**src/rtl/gpio_pkg.sv**
```systemverilog
package gpio_pkg;

    localparam int BUS_W     = 32;
    localparam int MAX_LINES = 32;
    localparam int ADDR_W    = 8;
    localparam int WIDX_W    = ADDR_W - 2;

    // Word index of each mapped register (byte address divided by four)
    typedef enum logic [WIDX_W-1:0] {
        WI_DATA_SET = 6'h00,
        WI_DATA_CLR = 6'h01,
        WI_DIR_SET  = 6'h04,
        WI_DIR_CLR  = 6'h05,
        WI_DIR_STAT = 6'h06,
        WI_DBN_SET  = 6'h18,
        WI_DBN_CLR  = 6'h19,
        WI_PIN_LVL  = 6'h20
    } word_idx_e;

    typedef struct packed {
        logic data_set;
        logic data_clr;
        logic dir_set;
        logic dir_clr;
        logic dbn_set;
        logic dbn_clr;
    } wr_strobes_t;

    typedef enum logic [1:0] {
        RSEL_NONE,
        RSEL_DIR,
        RSEL_PIN
    } rd_sel_e;

    function automatic logic [BUS_W-1:0] line_mask(input int n);
        logic [BUS_W-1:0] m;
        for (int i = 0; i < BUS_W; i++) begin
            m[i] = (i < n);
        end
        return m;
    endfunction

    function automatic logic addr_aligned(input logic [ADDR_W-1:0] a);
        return (a[1:0] == 2'b00);
    endfunction

    function automatic wr_strobes_t decode_write(input logic we,
                                                 input logic [ADDR_W-1:0] a);
        wr_strobes_t s;
        logic [WIDX_W-1:0] w;
        s = '0;
        w = a[ADDR_W-1:2];
        if (we && addr_aligned(a)) begin
            case (w)
                WI_DATA_SET: s.data_set = 1'b1;
                WI_DATA_CLR: s.data_clr = 1'b1;
                WI_DIR_SET:  s.dir_set  = 1'b1;
                WI_DIR_CLR:  s.dir_clr  = 1'b1;
                WI_DBN_SET:  s.dbn_set  = 1'b1;
                WI_DBN_CLR:  s.dbn_clr  = 1'b1;
                default:     s = '0;
            endcase
        end
        return s;
    endfunction

    function automatic rd_sel_e decode_read(input logic [ADDR_W-1:0] a);
        rd_sel_e r;
        r = RSEL_NONE;
        if (addr_aligned(a)) begin
            case (a[ADDR_W-1:2])
                WI_DIR_STAT: r = RSEL_DIR;
                WI_PIN_LVL:  r = RSEL_PIN;
                default:     r = RSEL_NONE;
            endcase
        end
        return r;
    endfunction

endpackage

```
**src/rtl/gpio_sync2.sv**
```systemverilog
module gpio_sync2 #(
    parameter int W = 32
) (
    input  logic         clk,
    input  logic         rst,
    input  logic [W-1:0] async_in,
    output logic [W-1:0] sync_out
);
    logic [W-1:0] stage1_q;
    logic [W-1:0] stage2_q;

    always_ff @(posedge clk) begin
        if (rst) begin
            stage1_q <= '0;
            stage2_q <= '0;
        end else begin
            stage1_q <= async_in;
            stage2_q <= stage1_q;
        end
    end

    assign sync_out = stage2_q;
endmodule

```
**src/rtl/gpio_setclr_reg.sv**
```systemverilog
module gpio_setclr_reg #(
    parameter int W     = 32,
    parameter int LIVE  = 32
) (
    input  logic         clk,
    input  logic         rst,
    input  logic         set_en,
    input  logic         clr_en,
    input  logic [W-1:0] bits,
    output logic [W-1:0] q
);
    for (genvar i = 0; i < W; i++) begin : g_bit
        if (i < LIVE) begin : g_live
            logic bit_q;
            always_ff @(posedge clk) begin
                if (rst) begin
                    bit_q <= 1'b0;
                end else if (set_en && bits[i]) begin
                    bit_q <= 1'b1;
                end else if (clr_en && bits[i]) begin
                    bit_q <= 1'b0;
                end
            end
            assign q[i] = bit_q;
        end else begin : g_absent
            assign q[i] = 1'b0;
        end
    end
endmodule

```
**src/rtl/gpio_read_mux.sv**
```systemverilog
module gpio_read_mux
    import gpio_pkg::*;
#(
    parameter int NUM_LINES = 32
) (
    input  logic              clk,
    input  logic              rst,
    input  logic              re,
    input  logic [ADDR_W-1:0] addr,
    input  logic [BUS_W-1:0]  dir_vec,
    input  logic [BUS_W-1:0]  pin_vec,
    output logic [BUS_W-1:0]  rdata
);
    localparam logic [BUS_W-1:0] LMASK = line_mask(NUM_LINES);

    rd_sel_e          sel;
    logic [BUS_W-1:0] rd_next;

    always_comb begin
        sel = decode_read(addr);
        case (sel)
            RSEL_DIR: rd_next = dir_vec & LMASK;
            RSEL_PIN: rd_next = pin_vec & LMASK;
            default:  rd_next = '0;
        endcase
        if (!re) begin
            rd_next = '0;
        end
    end

    always_ff @(posedge clk) begin
        if (rst) begin
            rdata <= '0;
        end else begin
            rdata <= rd_next;
        end
    end
endmodule

```
**src/rtl/gpio_setclr_port.sv**
```systemverilog
module gpio_setclr_port
    import gpio_pkg::*;
#(
    parameter int NUM_LINES = 32
) (
    input  logic              clk,
    input  logic              rst,
    input  logic [ADDR_W-1:0] bus_addr,
    input  logic              bus_we,
    input  logic [BUS_W-1:0]  bus_wdata,
    input  logic              bus_re,
    output logic [BUS_W-1:0]  bus_rdata,
    input  logic [BUS_W-1:0]  pad_in,
    output logic [BUS_W-1:0]  pad_out,
    output logic [BUS_W-1:0]  pad_oe,
    output logic [BUS_W-1:0]  dbnc_en
);
    localparam int LIVE = (NUM_LINES > MAX_LINES) ? MAX_LINES :
                          (NUM_LINES < 1) ? 1 : NUM_LINES;

    wr_strobes_t      wstb;
    logic [BUS_W-1:0] data_q;
    logic [BUS_W-1:0] dir_q;
    logic [BUS_W-1:0] dbn_q;
    logic [BUS_W-1:0] pin_sync;

    assign wstb = decode_write(bus_we, bus_addr);

    gpio_setclr_reg #(.W(BUS_W), .LIVE(LIVE)) u_data (
        .clk(clk), .rst(rst),
        .set_en(wstb.data_set), .clr_en(wstb.data_clr),
        .bits(bus_wdata), .q(data_q)
    );

    gpio_setclr_reg #(.W(BUS_W), .LIVE(LIVE)) u_dir (
        .clk(clk), .rst(rst),
        .set_en(wstb.dir_set), .clr_en(wstb.dir_clr),
        .bits(bus_wdata), .q(dir_q)
    );

    gpio_setclr_reg #(.W(BUS_W), .LIVE(LIVE)) u_dbn (
        .clk(clk), .rst(rst),
        .set_en(wstb.dbn_set), .clr_en(wstb.dbn_clr),
        .bits(bus_wdata), .q(dbn_q)
    );

    gpio_sync2 #(.W(BUS_W)) u_sync (
        .clk(clk), .rst(rst),
        .async_in(pad_in), .sync_out(pin_sync)
    );

    gpio_read_mux #(.NUM_LINES(LIVE)) u_rd (
        .clk(clk), .rst(rst),
        .re(bus_re), .addr(bus_addr),
        .dir_vec(dir_q), .pin_vec(pin_sync),
        .rdata(bus_rdata)
    );

    assign pad_oe  = dir_q;
    assign pad_out = data_q & dir_q;
    assign dbnc_en = dbn_q;
endmodule

```
**config.mk**
```make
export PLATFORM = sky130hd
export DESIGN_NAME = gpio_setclr_port
export DESIGN_NICKNAME = d
export VERILOG_FILES = /design/src/rtl/gpio_pkg.sv /design/src/rtl/gpio_sync2.sv /design/src/rtl/gpio_setclr_reg.sv /design/src/rtl/gpio_read_mux.sv /design/src/rtl/gpio_setclr_port.sv
export SDC_FILE = /design/constraint.sdc
export NUM_CORES = 1
export LEC_CHECK = 0
export CAP_MARGIN = 20
export CELL_PAD_IN_SITES_DETAIL_PLACEMENT = 1
export CELL_PAD_IN_SITES_GLOBAL_PLACEMENT = 1
export CORE_MARGIN = 2
export CORE_UTILIZATION = 30
export CTS_CLUSTER_DIAMETER = 40
export DETAILED_ROUTE_END_ITERATION = 12
export MAX_ROUTING_LAYER = met4
export PLACE_DENSITY_LB_ADDON = 0.25
export SETUP_SLACK_MARGIN = 0.3
export SLEW_MARGIN = 10
export SYNTH_ARGS = -nofsm -noshare
export SYNTH_HDL_FRONTEND = slang
export SYNTH_SLANG_ARGS = --single-unit
```
**constraint.sdc**
```tcl
create_clock -name clk -period 5.7 [get_ports clk]
set_clock_uncertainty 0.2 [all_clocks]
set_input_delay 1.425 -clock clk [delete_from_list [all_inputs] [get_ports clk]]
set_output_delay 1.425 -clock clk [all_outputs]
set_load 0.005 [all_outputs]
```
==> flow_summary.yaml, run 1 <==
status:
  status: "finished, final reports clean"
power_and_ir_drop:
  peakVddDrop_mv: 0.189
  p_total_mw: 2.67
  power_density_nw_per_um2: 276
  power.leakage_nw: 3.04
clocking:
  cts_tree: "done"
  cts_setup_buffers: 0
  clk_latency_ps: 430
  cts_num_sinks: 192
  cts_buffer_depth: 2
  cts_buffers: 17
  clkSlewWorstSetupHoldPaths_ps: 70
  cts-root-buf: "clkbuf_16"
  cts_resized: 0
  htree_levels: 4
  holdBufCountCts: 0
sta:
  rsz0062_at_grt: "false"
  post-route-period-util_pct: 70.7
  finalSetupTns_ps: 0
  slew_viol_final: 0
  setup_viol: 0
  max_freq_mhz: 248
  relSlewSlack_pct: 23.6
  hold_viol_final: 0
  worst_pin_slew_ps: 1150
  finalCriticalPeriod_ps: 4030
detailed_routing:
  routed-via-count: 5967
  wirelength_um: 23700
  routed_via_density: 5.26
  drtIter0Drc: 375
  route.detailed.drc: 0
  drt_pass1_iterations: 5
  wl_per_cell_um: 20.8
  drt.antenna.violating_nets: 0
placement:
  gp_congestion: 0.830
  hpwl_um: 16300
  portBuffers: 203
critical_path:
  worstSetupPathType: "input pin to flop"
  cp_slowest_cell: "buf_4"
  path_cells: "clkdlybuf4s50_1 > nor4_4 > buf_4 > and2_1 > buf_4 > a311oi_1"
  crit_top_cell: "buf_4"
  crit_path_max_incr_delay_ps: 640
  path_buf_inv: 3
  path_max_fanout: 66
  cp-start-kind: "input pin"
  cp.required_ps: 5730
  crit_arrival_ps: 4060
  endpoint_kind: "flop"
  critical_path.top_delay_family: "buffers and inverters"
synth:
  synth_fp_nets: 774
  yosys_register_bits: 192
  ys.flop_type: "dfxtp_1"
  ys_types: 19
  yosysSeqAreaShare_pct: 52.5
  synth_cells: 696
  async_flop_share_pct: 0
  syn_avg_cell_area_um2: 10.5
  synth_edf_count: 0
  syn_area_um2: 7320
  synth.yosys.warnings: 0
die:
  start_util_pct: 30.4
  coreArea_um2: 24100
  ios: 204
  rows: 57
  die_h_um: 160
  dieWidth_um: 160
  die_area_um2: 25700
layout:
  layout-drive-gt1-share_pct: 8.52
  final_common_cell: "clkdlybuf4s50_1"
  area_growth_pct: 32.1
  final_nets: 875
  final_cell_mix: "clkdlybuf4s50_1 (201), dfxtp_1 (192), a31oi_1 (96), a311oi_1 (76), nor2b_1 (64)"
global_routing:
  grt_usage_pct: 18.6
  antenna_found_initial: 0
  grt_max_degree: 97
  grt_first_pass_wirelength_um: 35800
  gr-total-overflow: 0
  grt_pass1_vias: 5986
min_path:
  min_path_type: "flop to flop"
flow_run:
  drv_cap: 0
## final timing paths
kind | cells after the start | slack [ps] | start | to
worst min register to register | 1 | 240 | u_sync.stage1_q[23] | u_sync.sync_out[23]
worst max-delay path | 6 | 1670 | bus_addr[1] | u_data.g_bit[0].g_live.bit_q
worst max register to register | 2 | 4550 | u_dir.g_bit[9].g_live.bit_q | u_dir.g_bit[9].g_live.bit_q
worst min-delay path | 1 | 240 | u_sync.stage1_q[23] | u_sync.sync_out[23]
## metrics by stage
step                      cell area (um2)  hold slack, ps  setup slack, ps  utilization [%]  std cells
final                                9670             237             1670             40.1       1135
after global routing                 9670             249             1480             40.1       1134
after CTS                            9650             240             1700             40.0       1133
after detailed placement             9090             226             1260             37.7       1101
after global placement               9080             223             1390             37.7       1100
after floorplan                      7320             214             2340                -        696
## kinds of logic after synthesis
| kind of cell | share of synthesized area [%] |
|---|---|
| buffers and inverters | 11.0 |
| adder cells (fa/ha/maj) | 0.342 |
| AND/OR/NAND/NOR | 11.5 |
| flip-flops | 52.5 |
| AO/OA/AOI/OAI | 24.7 |
## flip-flops by register name (all words and copies together) (netlist names)
name and count:
u_data.g_bit.g_live.bit_q 32, u_dbn.g_bit.g_live.bit_q 32, u_rd.rdata 32, u_dir.g_bit.g_live.bit_q 32
u_sync.sync_out 32, u_sync.stage1_q 32
## layer usage
metal | vias up | track usage, % | wire length [um] | share of wire, %
met1 | 2994 | 24.2 | 10800 | 46
met3 | 25 | 3.95 | 1320 | 5.6
li1 | 2746 | - | - | -
met4 | 0 | 6.10 | 471 | 2.0
met5 | - | - | 0 | 0
met2 | 202 | 28.8 | 11100 | 47
## cells in the mapped netlist, types with 2 or more instances
master,n,share of area [%]
dfxtp_1,192,52
a31oi_1,96,8.2
a311oi_1,76,9.1
buf_4,65,6.7
nor2b_1,64,5.5
clkbuf_1,43,2.2
and2_1,35,3.0
nor2_1,35,1.8
a22oi_1,32,3.3
buf_2,23,1.6
a311oi_2,20,4.1
buf_6,3,0.46
nor4b_2,3,0.62
and4b_1,2,0.27
ha_1,2,0.34
inv_1,2,0.10
## layout make-up
type                       instances  area [um2]
fill                            2662       14400
sequential                       192        3840
multi-input combinational        368        2710
timing repair buffer             216        2140
clock buffer                      19         433
tap                              324         405
clock inverter                    13         129
inverter                           2        7.51
antenna                            1        2.50
## power breakdown
part	switching (mW)	leakage (nW)	internal, mW
combinational	0.0852	1.21	0.0675
sequential	0.00630	1.56	1.36
clock	0.538	0.269	0.613
total	0.629	3.04	2.04
(Power assumes the default switching activity.)
==> run 2, diff against run 1 <==
==> constraint.sdc (replaced) <==
create_clock -name clk -period 3.5 [get_ports clk]
set_clock_uncertainty 0.2 [all_clocks]
set_input_delay 0.875 -clock clk [delete_from_list [all_inputs] [get_ports clk]]
set_output_delay 0.875 -clock clk [all_outputs]
set_load 0.005 [all_outputs]
==> run 2 against run 1 <==
  * Highest routed layer unchanged
  * Register-to-register slack got worse by 2200 ps
  * Worst setup slack lost 1100 ps
  * Cell area rose by 0.98%
  * Count of clock-buffer cells in the layout up 1
  * Non-clock buffer count rose by 6
  * Via count fell by 0.25%
  * Wire length shrank 2.2%
  * Sequential share of layout area decreased by 0.39 points
  * Die area unchanged
  * Combinational power increased by 65%
  * Global-route usage shrank 0.16 points
  * Utilization rose by 0.39 points
==> flow_summary.yaml, run 2 (synthesized netlist as in run 1, its figures left out) <==
sta:
  fin_ws_ps: 573
  relSlewSlack_pct: 22.8
  hold_viol_final: 0
  hold-worst-slack_ps: 240
  setup_viol: 0
  finalCriticalPeriod_ps: 2930
  rsz0062_at_grt: "false"
  finalSetupTns_ps: 0
  worst_pin_slew_ps: 1160
  slew_viol_final: 0
  max_freq_mhz: 342
  post-route-period-util_pct: 83.6
global_routing:
  grt_usage_pct: 18.4
  grt_pass1_vias: 6044
  antenna_found_initial: 0
  grt_first_pass_wirelength_um: 35600
  grt_max_degree: 97
  gr-total-overflow: 0
die:
  start_util_pct: 30.4
  die_area_um2: 25700
  ios: 204
  die_h_um: 160
  rows: 57
  coreArea_um2: 24100
  dieWidth_um: 160
critical_path:
  worstSetupPathType: "input pin to flop"
  path_cells: "clkdlybuf4s50_1 > nor4_4 > buf_6 > and2_1 > buf_4 > a311oi_1"
  critical_path.top_delay_family: "buffers and inverters"
  path_max_fanout: 66
  path_buf_inv: 3
  cp.depth: 6
  cp.required_ps: 3520
  endpoint_kind: "flop"
  cp-start-kind: "input pin"
  cp_slowest_cell: "clkdlybuf4s50_1"
  crit_path_max_incr_delay_ps: 520
  crit_arrival_ps: 2950
  worst_r2r_path_depth: 2
clocking:
  htree_levels: 4
  clk_latency_ps: 430
  cts_buffers: 17
  clkSlewWorstSetupHoldPaths_ps: 70
  cts_buffer_depth: 2
  cts_resized: 0
  cts_num_sinks: 192
  cts_setup_buffers: 0
  cts_tree: "done"
  holdBufCountCts: 0
  cts-root-buf: "clkbuf_16"
placement:
  dpl_cell_area_um2: 9160
  hpwl_um: 16000
  portBuffers: 203
  gp_congestion: 0.823
  place_ws_ps: 22.3
  placed_cells: 1108
layout:
  final_common_cell: "clkdlybuf4s50_1"
  antenna-diode-count: 0
  fin_util_pct: 40.5
  final_cells: 1139
  final_cell_mix: "clkdlybuf4s50_1 (201), dfxtp_1 (192), a31oi_1 (96), a311oi_1 (76), nor2b_1 (64)"
  final_area_um2: 9770
  final_nets: 881
  layout-drive-gt1-share_pct: 9.08
  area_growth_pct: 33.4
power_and_ir_drop:
  power_frac_comb_pct: 5.6
  clock_power_share_pct: 44.5
  p_total_mw: 4.48
  p_int_mw: 3.48
  p_sw_mw: 0.994
  seq_power_share_pct: 49.8
  power.leakage_nw: 3.09
  power_density_nw_per_um2: 458
  switching_share_pct: 22.2
  peakVddDrop_mv: 0.225
detailed_routing:
  routed_via_density: 5.23
  drt.antenna.violating_nets: 0
  drt_pass1_iterations: 4
  wirelength_um: 23100
  wl_met2_um: 10600
  met3WireLength_um: 1330
  wl_per_cell_um: 20.3
  routed-via-count: 5952
  dr.max_layer_used: "met4"
  drtIter0Drc: 492
  route.detailed.drc: 0
  wl_met1_um: 10500
flow_run:
  drv_cap: 0
min_path:
  min_path_type: "flop to flop"
  holdPathStages: 1
status:
  status: "finished, final reports clean"
[run 2: cell types whose count changed in the layout (fill, tap and decap cells not counted), sizes merged]
cell	previous run	this run
clkinvlp	3	2
bufinv	1	3
clkbuf	19	20
buf	15	21
diode	1	0
inv	8	5
[run 2: layer usage]
metal / GRT usage (%) / vias up
met5: - / -
met4: 7.82 / 0
met3: 3.69 / 41
met2: 28.0 / 212
met1: 23.9 / 2948
li1: - / 2751
[run 2: path summary, 6_finish.rpt]
check                               from                             to  slack (ps)
max reg2reg  u_dir.g_bit[9].g_live.bit_q    u_dir.g_bit[9].g_live.bit_q        2380
min                   u_sync.stage1_q[1]             u_sync.sync_out[1]         240
max                          bus_addr[1]  u_data.g_bit[16].g_live.bit_q         570
min reg2reg           u_sync.stage1_q[1]             u_sync.sync_out[1]         240
[run 2: final cells by class]
type	instances	area, um2
Multi-Input combinational cell	368	2710
Tap cell	324	405
Fill cell	2647	14300
Sequential cell	192	3840
Clock inverter	11	154
Inverter	2	7.51
Timing Repair Buffer	222	2200
Clock buffer	20	447
[run 2: power by group through the flow]
| stage | Sequential [mW] | Clock, mW | Combinational [mW] |
|---|---|---|---|
| finish | 2.23 | 1.99 | 0.252 |
| global route | 2.23 | 2.14 | 0.269 |
| CTS | 2.23 | 2.05 | 0.252 |
| detailed placement | 2.28 | 0 | 0.251 |
| global placement | 2.28 | 0 | 0.242 |
| floorplan | 2.28 | 0 | 0.0982 |
